===== src/rtl/pcie_win_pkg.sv =====
package pcie_win_pkg;

    localparam int NUM_WIN = 2;
    localparam int WIN_MEM = 0;
    localparam int WIN_PF  = 1;
    localparam int CFG_AW  = 3;

    localparam logic [CFG_AW-1:0] RIDX_CMD = 3'd0;

    typedef enum logic {
        GATE_CLOSED = 1'b0,
        GATE_OPEN   = 1'b1
    } gate_state_e;

    // register index of a window's lower bound; the upper bound follows it
    function automatic logic [CFG_AW-1:0] lo_index(input int w);
        return CFG_AW'(1 + 2 * w);
    endfunction

    function automatic logic [CFG_AW-1:0] hi_index(input int w);
        return CFG_AW'(2 + 2 * w);
    endfunction

endpackage


===== src/rtl/win_gate.sv =====
module win_gate (
    input  logic clk,
    input  logic rst_n,
    input  logic cmd_wr,
    input  logic cmd_en_bit,
    output logic mem_en
);
    import pcie_win_pkg::*;

    gate_state_e state_q;
    gate_state_e state_nx;

    always_ff @(posedge clk) begin
        if (!rst_n) state_q <= GATE_CLOSED;
        else        state_q <= state_nx;
    end

    always_comb begin
        state_nx = state_q;
        unique case (state_q)
            GATE_CLOSED: if (cmd_wr && cmd_en_bit)  state_nx = GATE_OPEN;
            GATE_OPEN:   if (cmd_wr && !cmd_en_bit) state_nx = GATE_CLOSED;
        endcase
    end

    always_comb begin
        mem_en = (state_q == GATE_OPEN);
    end

endmodule


===== src/rtl/win_regs.sv =====
module win_regs #(
    parameter int FW = 12
) (
    input  logic                                        clk,
    input  logic                                        rst_n,
    input  logic                                        cfg_wr,
    input  logic [pcie_win_pkg::CFG_AW-1:0]             cfg_addr,
    input  logic [FW-1:0]                               cfg_wdata,
    output logic [FW-1:0]                               cfg_rdata,
    output logic                                        mem_en,
    output logic [pcie_win_pkg::NUM_WIN-1:0][FW-1:0]    win_lo,
    output logic [pcie_win_pkg::NUM_WIN-1:0][FW-1:0]    win_hi
);
    import pcie_win_pkg::*;

    logic cmd_wr;
    assign cmd_wr = cfg_wr && (cfg_addr == RIDX_CMD);

    win_gate u_gate (
        .clk        (clk),
        .rst_n      (rst_n),
        .cmd_wr     (cmd_wr),
        .cmd_en_bit (cfg_wdata[0]),
        .mem_en     (mem_en)
    );

    for (genvar w = 0; w < NUM_WIN; w++) begin : g_bound
        always_ff @(posedge clk) begin
            if (!rst_n) begin
                win_lo[w] <= '0;
                win_hi[w] <= '0;
            end else if (cfg_wr) begin
                if (cfg_addr == lo_index(w)) win_lo[w] <= cfg_wdata;
                if (cfg_addr == hi_index(w)) win_hi[w] <= cfg_wdata;
            end
        end
    end

    always_comb begin
        cfg_rdata = '0;
        if (cfg_addr == RIDX_CMD) cfg_rdata = {{(FW-1){1'b0}}, mem_en};
        for (int w = 0; w < NUM_WIN; w++) begin
            if (cfg_addr == lo_index(w)) cfg_rdata = win_lo[w];
            if (cfg_addr == hi_index(w)) cfg_rdata = win_hi[w];
        end
    end

endmodule


===== src/rtl/win_compare.sv =====
module win_compare #(
    parameter int ADDR_W = 32,
    parameter int FW     = 12
) (
    input  logic [ADDR_W-1:0] addr,
    input  logic [FW-1:0]     lo,
    input  logic [FW-1:0]     hi,
    output logic              hit
);
    localparam int LOWB = ADDR_W - FW;

    logic [ADDR_W-1:0] lo_full;
    logic [ADDR_W-1:0] hi_full;

    assign lo_full = {lo, {LOWB{1'b0}}};
    assign hi_full = {hi, {LOWB{1'b1}}};
    assign hit     = (addr >= lo_full) && (addr <= hi_full);

endmodule


===== src/rtl/dwin_decoder.sv =====
module dwin_decoder #(
    parameter int ADDR_W    = 32,
    parameter int GRAN_LOG2 = 20
) (
    input  logic                                 clk,
    input  logic                                 rst_n,
    input  logic                                 cfg_wr,
    input  logic [pcie_win_pkg::CFG_AW-1:0]      cfg_addr,
    input  logic [ADDR_W-GRAN_LOG2-1:0]          cfg_wdata,
    output logic [ADDR_W-GRAN_LOG2-1:0]          cfg_rdata,
    input  logic                                 req_valid,
    input  logic [ADDR_W-1:0]                    req_addr,
    output logic                                 rsp_valid,
    output logic                                 rsp_route,
    output logic                                 rsp_mem_hit,
    output logic                                 rsp_pf_hit
);
    import pcie_win_pkg::*;

    localparam int FW = ADDR_W - GRAN_LOG2;

    logic                        mem_en;
    logic [NUM_WIN-1:0][FW-1:0]  win_lo;
    logic [NUM_WIN-1:0][FW-1:0]  win_hi;
    logic [NUM_WIN-1:0]          raw_hit;
    logic [NUM_WIN-1:0]          gated_hit;

    win_regs #(.FW(FW)) u_regs (
        .clk       (clk),
        .rst_n     (rst_n),
        .cfg_wr    (cfg_wr),
        .cfg_addr  (cfg_addr),
        .cfg_wdata (cfg_wdata),
        .cfg_rdata (cfg_rdata),
        .mem_en    (mem_en),
        .win_lo    (win_lo),
        .win_hi    (win_hi)
    );

    for (genvar w = 0; w < NUM_WIN; w++) begin : g_win
        win_compare #(.ADDR_W(ADDR_W), .FW(FW)) u_cmp (
            .addr (req_addr),
            .lo   (win_lo[w]),
            .hi   (win_hi[w]),
            .hit  (raw_hit[w])
        );
        assign gated_hit[w] = raw_hit[w] & mem_en;
    end

    // result stage: prefetchable flag wins on overlap
    always_ff @(posedge clk) begin
        if (!rst_n) begin
            rsp_valid   <= 1'b0;
            rsp_route   <= 1'b0;
            rsp_mem_hit <= 1'b0;
            rsp_pf_hit  <= 1'b0;
        end else begin
            rsp_valid   <= req_valid;
            rsp_route   <= req_valid & (|gated_hit);
            rsp_pf_hit  <= req_valid & gated_hit[WIN_PF];
            rsp_mem_hit <= req_valid & gated_hit[WIN_MEM] & ~gated_hit[WIN_PF];
        end
    end

endmodule


===== config.mk =====
export PLATFORM = sky130hd
export DESIGN_NAME = dwin_decoder
export DESIGN_NICKNAME = d
export VERILOG_FILES = /design/src/rtl/pcie_win_pkg.sv /design/src/rtl/win_gate.sv /design/src/rtl/win_regs.sv /design/src/rtl/win_compare.sv /design/src/rtl/dwin_decoder.sv
export SDC_FILE = /design/constraint.sdc
export NUM_CORES = 1
export LEC_CHECK = 0
export ABC_AREA = 1
export BUFFER_PORTS_ARGS = -buffer_cell sky130_fd_sc_hd__buf_2
export CORE_MARGIN = 5
export CORE_UTILIZATION = 30
export DETAILED_ROUTE_END_ITERATION = 8
export GPL_ROUTABILITY_DRIVEN = 1
export MAX_ROUTING_LAYER = met4
export PLACE_DENSITY = 0.49
export REMOVE_ABC_BUFFERS = 1
export SYNTH_ARGS = -nofsm -noshare
export SYNTH_HDL_FRONTEND = slang
export SYNTH_SLANG_ARGS = --single-unit

===== constraint.sdc =====
create_clock -name clk -period 2.2 [get_ports clk]
set_clock_uncertainty 0.2 [all_clocks]
set_input_delay 0 -clock clk [delete_from_list [all_inputs] [get_ports clk]]
set_output_delay 0 -clock clk [all_outputs]
set_load 0.01 [all_outputs]

# Yosys cells after proc, flatten, opt, wreduce, memory -nomap -nowiden
# Cells that the tools add are included.
[totals]
reg_bits = 53
inputBits = 51
output_inout_bits = 16
[classes]
reduce_logical = 12
magnitude_cmp = 4
n_eq_ne = 4
muxes = 8
bitwise_logic = 8
[op_table]
columns = ["op", "n"]
rows = [
  ["32-bit >= comparator", 2],
  ["32-bit less-or-equal comparator", 2],
  ["12-bit two-way mux", 4],
  ["2-bit AND reduction", 4],
  ["1-bit AND", 6],
  ["3-bit by 2-bit equality test with 1-bit output, second input constant", 2],
  ["1-bit logical AND", 5],
  ["3-bit by 1-bit equality test with 1-bit output, second input constant", 1],
  ["3-bit equality test, second input constant", 1],
  ["3-bit zero test", 1],
  ["1-bit two-way mux", 3],
  ["1-bit inverter", 2],
  ["1-bit case mux with 2 select lines", 1],
  ["2-bit OR reduction", 1],
  ["1-bit zero test", 1],
]

# Logic depth before layout (Yosys ltp)
# Gate-level depths: netlist of run 1.
[depth]
depth_word = 6
ltp_mapped = 12
ltp_nobuf = 12

# Cells and area by module
# A second synthesis of run 1 with hierarchy kept.
[hier_totals]
hier_cells = 696
area_unflattened_um2 = 4179.0
[by_module_without_submodules]
columns = ["module", "cells_each", "instances", "area_each_um2"]
rows = [
  ["win_regs", 351, 1, 2298.5],
  ["win_compare at g_win[1].u_cmp", 164, 1, 862.1],
  ["win_compare at g_win[0].u_cmp", 164, 1, 860.8],
  ["dwin_decoder", 11, 1, 116.4],
  ["win_gate", 6, 1, 41.3],
]

# Least setup slack after synthesis of run 1
# OpenSTA, ideal clock, no wires.
[synth_path]
path_kind = "flip-flop to flip-flop"
startpoint = "register u_regs.win_lo[23] (netlist name)"
endpoint = "register rsp_mem_hit"
arrival_time_ns = 1.252
path_stages_with_launch = 12
synth_period_minus_slack_ns = 1.566
required_ns = 1.887
setup_time_ns = 0.113
n_path_buf = 0
path_slack_ns = 0.634
path_cell_list = "dfxtp_1 -> inv_1 -> ha_1 -> nand2_1 -> nor2_1 -> nand2_1 -> nor2_1 -> nand2_1 -> nand3_1 -> inv_1 -> nor2_1 -> nor2_1"
[synth_between]
elab_chain_len = 5
[synth_lines]
columns = ["element", "line", "text"]
rows = [
  ["start: declaration", "win_regs.sv:11", "output logic [pcie_win_pkg::NUM_WIN-1:0][FW-1:0] win_lo,"],
  ["start signal: indexed assignment", "win_regs.sv:33", "if (cfg_addr == lo_index(w)) win_lo[w] <= cfg_wdata;"],
  ["32-bit >= comparator", "win_compare.sv:17", "assign hit = (addr >= lo_full) && (addr <= hi_full);"],
  ["1-bit logical AND", "win_compare.sv:17", ""],
  ["1-bit AND", "dwin_decoder.sv:47", "assign gated_hit[w] = raw_hit[w] & mem_en;"],
  ["1-bit inverter", "dwin_decoder.sv:61", "rsp_mem_hit <= req_valid & gated_hit[WIN_MEM] & ~gated_hit[WIN_PF];"],
  ["1-bit AND", "dwin_decoder.sv:61", ""],
  ["end signal: assignment", "dwin_decoder.sv:61", ""],
  ["end: declaration", "dwin_decoder.sv:15", "output logic rsp_mem_hit,"],
]
# Every way passes these cells.
# A chain may end at the register's enable or synchronous reset.

# Final worst setup path of run 1
[layout_path]
startpoint = "input cfg_addr[1] (netlist name)"
endpoint = "output cfg_rdata[11]"
[layout_between]
elab_chain_len = 5
[layout_lines]
columns = ["element", "line", "text"]
rows = [
  ["start: declaration", "dwin_decoder.sv:8", "input logic [pcie_win_pkg::CFG_AW-1:0] cfg_addr,"],
  ["3-bit by 1-bit equality test with 1-bit output", "win_regs.sv:43", "if (cfg_addr == lo_index(w)) cfg_rdata = win_lo[w];"],
  ["12-bit two-way mux", "win_regs.sv:43", ""],
  ["12-bit two-way mux", "win_regs.sv:44", "if (cfg_addr == hi_index(w)) cfg_rdata = win_hi[w];"],
  ["12-bit two-way mux", "win_regs.sv:43", ""],
  ["12-bit two-way mux (*)", "win_regs.sv:44", ""],
  ["end: declaration", "dwin_decoder.sv:10", "output logic [ADDR_W-GRAN_LOG2-1:0] cfg_rdata,"],
]
# Every way passes the cells marked *; elsewhere a longest branch is shown, timed or not.

==> impl_metrics.toml, run 1 <==
[status]
status = "completed"

[logic_synthesis]
synth_top_area_cell = "dfxtp_1"
avgSynthCellArea_um2 = 6.81
synth_edf_count = 0
ys.flop_type = "dfxtp_1"
syn_area_mm2 = 0.00368
synthArstFlopShare = 0
ys_types = 27
synthTopCellsByArea = "dfxtp_1, ha_1, nand2_1, inv_1, a21oi_1"
ys_seq_area_frac = 0.288
synthTopCellsByCount = "nand2_1, inv_1, a21oi_1"
syn_inst = 541
synth_warnings = 0
synth_top_area_frac = 0.288
ys_ff_latch = 53
yosysMostFrequentCell = "nand2_1"

[sta]
rsz0062_at_grt = "no"
post-route-min-period_ns = 2.06
setup_viol = 0
tightest_slew_ns = 0.642
tns_ns = 0
hold_violations = 0
min_period_over_period = 0.935
fmax_mhz = 486
finalMaxSlewViolations = 0
slew_headroom = 0.571
worst_hold_slack_ns = 0.0200

[placement]
dp.cells = 741
place_hpwl_mm = 8.30
io_buffers = 66
gp_congestion = 0.835

[worst_setup_path]
cp-startpoint = "cfg_addr[1]"
crit_type = "primary input to primary output"
r2r_start = "u_regs.win_lo[21]"
worst_setup_path_end_kind = "primary output"
crit_required_ns = 2.00
path_max_fanout = 12
r2r-end = "rsp_mem_hit"
r2r.worst_path.cells = 11
r2r_slack_ns = 0.43
cp-start-kind = "primary input"
arrival_ns = 1.86
cp-endpoint = "cfg_rdata[11]"

[global_route]
grt_overflow = 0
grt_pass1_vias = 3599
grtUsageTotal = 0.155
antenna_found_initial = 0
grt_max_degree = 25
grt_pass1_wl_mm = 17.5

[route]
highest_layer = "met4"
wl_met2_mm = 4.92
routedLengthMet1_mm = 5.08
wl_per_cell_um = 13.9
drtIter0Drc = 130
drcViolationCount = 0
first_pass_iters = 4
postRouteAntennaNets = 0
met3_wirelength_um = 463
wirelength_mm = 10.7
vias = 3544
via_per_inst = 4.62

[power_and_ir_drop]
p_comb_frac = 0.211
seqPwrFrac = 0.448
p_switching_mw = 0.637
swShare = 0.284
p_int_mw = 1.60
ir_drop_v = 0.000347
p_per_area_mw_per_mm2 = 507
p_leak_nw = 2.06
clkPwrFrac = 0.342

[clocking]
clockBufferDepth = 2
insertion_delay_ns = 0.29
htreeDepth = 2
clock_sinks = 53
cts_resized = 0
cts_root_buf = "clkbuf_16"
path_clk_slew_ns = 0.07
cts_buffers = 5
cts_tree = "built"

[hold_path]
worstHoldPathType = "primary input to flop"

[final_layout]
fillerInstances = 1338
layout.nets = 718
diodes = 0
area_delta_synth_final_pct = 20.0
drive_above_1_share = 0.155
finalCoreUtilization = 0.368
fin_cells = 767

[floorplan]
coreArea_mm2 = 0.0120
row_count = 40
dieArea_mm2 = 0.0146
die_w_um = 121
initial_core_util = 0.307
ios = 67
die_y_um = 121

[flow_run]
maxCapViolCount = 0
critical path, stage by stage:
cell	delay (ns)
dlygate4sd3_1	0.54
buf_2	0.15
nor2_2	0.19
nand2_1	0.42
o21ai_0	0.36
buf_2	0.19
registers in the layout (all words and copies together) (netlist names), named ones only:
signal         flops
rsp_route          1
u_regs.win_lo     24
rsp_pf_hit         1
rsp_valid          1
u_regs.win_hi     24
rsp_mem_hit        1
worst min path at each step:
stage | from | to | slack, ns | cells after the start
finish | cfg_addr[0] | u_regs.win_lo[0] | 0.02 | 5
global route | cfg_addr[0] | u_regs.win_lo[0] | 0.04 | 5
CTS | cfg_addr[0] | u_regs.win_lo[0] | 0.02 | 5
detailed placement | req_valid | rsp_valid | 0.08 | 3
global placement | req_valid | rsp_valid | 0.08 | 3
floorplan | rst_n | u_regs.win_hi[11] | -0.09 | 2
placed cells by master (no fill, tap or decap):
| cell type | n |
|---|---|
| nand2_1 | 109 |
| o211ai_1 | 1 |
| buf_2 | 66 |
| o22ai_1 | 11 |
| a21oi_1 | 70 |
| inv_1 | 100 |
| o21ai_1 | 46 |
| dlygate4sd3_1 | 18 |
| a21o_1 | 1 |
| nand3_1 | 8 |
| nand2_4 | 2 |
| inv_2 | 3 |
| buf_4 | 4 |
| nor2_1 | 37 |
| dfxtp_1 | 53 |
| ha_1 | 48 |
| o21bai_1 | 1 |
| a21oi_2 | 7 |
| nor2_4 | 2 |
| o21ai_0 | 16 |
| inv_4 | 2 |
| nand4_1 | 2 |
| o21ai_2 | 1 |
| clkbuf_1 | 3 |
| clkbuf_16 | 5 |
| nand3_2 | 2 |
| nor2_2 | 2 |
power groups by stage:
| stage | Sequential, mW | Combinational, mW | Clock [mW] |
|---|---|---|---|
| after CTS | 1.00 | 0.478 | 0.791 |
| after global routing | 1.01 | 0.549 | 0.834 |
| after global placement | 1.02 | 0.439 | 0 |
| after detailed placement | 1.03 | 0.450 | 0 |
| final | 1.00 | 0.472 | 0.766 |
| after floorplan | 1.02 | 0.266 | 0 |
metrics by stage:
stage	area (µm²)	power, mW	setup WS (ns)
CTS	4420	2.27	0.0998
floorplan	3560	1.29	0.634
finish	4420	2.24	0.143
global placement	4110	1.46	0.483
detailed placement	4110	1.48	0.454
global route	4420	2.39	0.00248
logic make-up after synthesis:
family	Yosys count	synth area share
buffers and inverters	122	0.142
AOI/OAI and AO/OA	154	0.223
and+or+nand+nor	164	0.184
DFF	53	0.288
adders and majority gates	48	0.163
timing repair:
item | CTS | global route
endpoints found under the hold margin | 53 | 0
buffers inserted | 0 | 0
hold buffers | 18 | 0
routing by layer:
metal	up-vias	GRT usage
met5	-	-
met4	0	0.0404
met3	11	0.0215
met2	78	0.260
met1	1556	0.196
li1	1899	-
cell type report:
cell class | count | area, µm² | area share
multi-input combinational | 366 | 2100 | 0.475
sequential | 53 | 1060 | 0.240
timing repair buffer | 88 | 541 | 0.122
inverter | 105 | 399 | 0.0903
tap | 147 | 184 | 0.0416
clock buffer | 8 | 136 | 0.0308
Note: power is estimated with default switching activity, not from simulation.
==> run 2, diff against run 1 <==
ABC_AREA = 0   (was 1)
==> run 2 against run 1 <==
Clock power is 24% higher. Area after synthesis is 2.4% lower. Synthesized cell count down 14%. Utilization is 1.0 points higher. Sequential share of layout area down 0.26 points. Hold slack better by 0.040 ns. Maximum frequency decreased by 1.9%. Sequential cell count did not move. Cell count is 9.6% lower. Critical endpoint is now rsp_mem_hit. Largest power group unchanged.
==> impl_metrics.toml, run 2 <==
[logic_synthesis]
synth_top_area_cell = "dfxtp_1"
synth_edf_count = 0
ys_ff_latch = 53
synth_warnings = 0
avgSynthCellArea_um2 = 7.73
syn_area_mm2 = 0.00359
yosysMostFrequentCell = "nand2_1"
synthArstFlopShare = 0
synth_top_area_frac = 0.295
ys_seq_area_frac = 0.295
syn_inst = 465
synthTopCellsByArea = "dfxtp_1, ha_1, nand2_1, a21boi_0, inv_1"
ys_types = 38
synthTopCellsByCount = "nand2_1, dfxtp_1, inv_1"
ys.flop_type = "dfxtp_1"

[sta]
setup_viol = 0
hold_violations = 0
tns_ns = 0
finalMaxSlewViolations = 0
min_period_over_period = 0.953
tightest_slew_ns = 0.595
worst_hold_slack_ns = 0.0605
slew_headroom = 0.602
post-route-min-period_ns = 2.10
fmax_mhz = 477

[power_and_ir_drop]
power_mw = 2.33
p_per_area_mw_per_mm2 = 519
p_leak_nw = 1.70
ir_drop_v = 0.000272

[final_layout]
register_area_mm2 = 0.00106
fillerInstances = 1256
postLayoutCellArea_mm2 = 0.00449
multiInputGateArea_mm2 = 0.00231
drive_above_1_share = 0.181
final_cell_mix = "nand2_1, buf_2, inv_1, dfxtp_1, a21boi_0"
final_common_cell = "nand2_1"
finalCoreUtilization = 0.378
reg_top3 = "u_regs.win_hi: 24 flops, u_regs.win_lo: 24 flops"
diodes = 0
layout.nets = 644
area_delta_synth_final_pct = 24.8

[global_route]
use_met1 = 0.210
grt_use_met3 = 0.0209
grt.met2_usage = 0.281
grt_overflow = 0
grt_max_degree = 50
grtUsageTotal = 0.169
grt-busiest-layer = "met2"
grt_pass1_wl_mm = 18.5
grt_pass1_vias = 3451
antenna_found_initial = 0

[hold_path]
worstHoldPathType = "primary input to flop"

[clocking]
insertion_delay_ns = 0.30
clock_sinks = 53
clockBufferDepth = 2
cts_buffers = 5
htreeDepth = 2
cts_root_buf = "clkbuf_16"
cts_tree = "built"
path_clk_slew_ns = 0.07

[worst_setup_path]
path_max_fanout = 3
cpMostUsedCell = "o31ai_2"
cp_slowest_cell = "or4b_1"
cp-start-kind = "flop"
path_cells = "inv_1, ha_1, nand4_1, o21ai_0, or4b_1, o31ai_2, o31ai_2, nor2b_1"
critPathBufInv = 1
worst_setup_path_end_kind = "flop"
slowest_delay_ns = 0.50
arrival_ns = 2.13
critPathTopFamily = "simple AND/OR/NAND/NOR gates"
crit_type = "flop to flop"
crit_required_ns = 2.24

[floorplan]
coreArea_mm2 = 0.0119
die_w_um = 119
ios = 67
initial_core_util = 0.303
die_y_um = 119
dieArea_mm2 = 0.0143
row_count = 40

[route]
drcViolationCount = 0
wl_per_cell_um = 16.9
postRouteAntennaNets = 0
wirelength_mm = 11.7
via_per_inst = 5.01
drtIter0Drc = 216
first_pass_iters = 4
vias = 3472

[placement]
io_buffers = 66
gp_congestion = 0.901
placed_area_mm2 = 0.00413
place_hpwl_mm = 8.97

[flow_run]
maxCapViolCount = 0

[status]
status = "completed"
run 2: metrics by stage:
| stage | setup WS [ns] | cells |
|---|---|---|
| 2_1_floorplan | 0.207 | 445 |
| 4_1_cts | 0.0298 | 693 |
| 3_5_place_dp | 0.0490 | 671 |
| 5_1_grt | -0.00310 | 693 |
| 3_3_place_gp | 0.0671 | 671 |
| 6_report | 0.104 | 693 |
run 2: layer usage:
layer	part of all wire	vias to the layer above
met2	0.47	73
li1	-	1765
met1	0.47	1612
met5	0	-
met4	0.029	0
met3	0.029	22
run 2: worst register-to-register path: stages, from the launching register on:
cell,delay (ns)
dfxtp_2,0.34
inv_1,0.05
ha_1,0.30
nand4_1,0.10
o21ai_0,0.08
or4b_1,0.50
o31ai_2,0.25
o31ai_2,0.11
nor2b_1,0.11
run 2: power by group:
group / switching (mW) / total [mW] / internal [mW]
clock: 0.378 / 0.947 / 0.569
combinational: 0.221 / 0.390 / 0.169
sequential: 0.0154 / 0.994 / 0.979
run 2: final cells by class:
class / count / area share
Timing Repair Buffer: 93 / 0.127
Clock buffer: 6 / 0.0310
Inverter: 50 / 0.0418
Sequential cell: 53 / 0.237
Tap cell: 147 / 0.0410
Clock inverter: 2 / 0.00837
Multi-Input combinational cell: 342 / 0.514
run 2: worst paths after layout:
| check | from | endpoint | slack [ns] | cells past startpoint |
|---|---|---|---|---|
| worst max-delay path | u_regs.win_hi[11] | rsp_mem_hit | 0.10 | 8 |
| worst min-delay path | req_addr[31] | rsp_route | 0.06 | 4 |
| worst max register to register | u_regs.win_hi[11] | rsp_mem_hit | 0.10 | 8 |
| worst min register to register | u_regs.win_hi[10] | u_regs.win_hi[10] | 0.27 | 2 |
run 2: logic make-up (layout without fill, tap and decap cells):
group / count (synthesis) / count (layout) / synth area share
fa+ha+maj: 48 / 48 / 0.167
compound gates: 110 / 110 / 0.212
mux: 13 / 13 / 0.0362
buf+inv: 70 / 151 / 0.0741
simple gates: 171 / 171 / 0.215
flops: 53 / 53 / 0.295
run 2: timing repair:
action                     4_1_cts  5_1_grt
hold endpoints to repair        52        0
buffers inserted                 0        0
resized for setup                0       10
setup endpoints to repair        0        3
hold buffers                    14        0
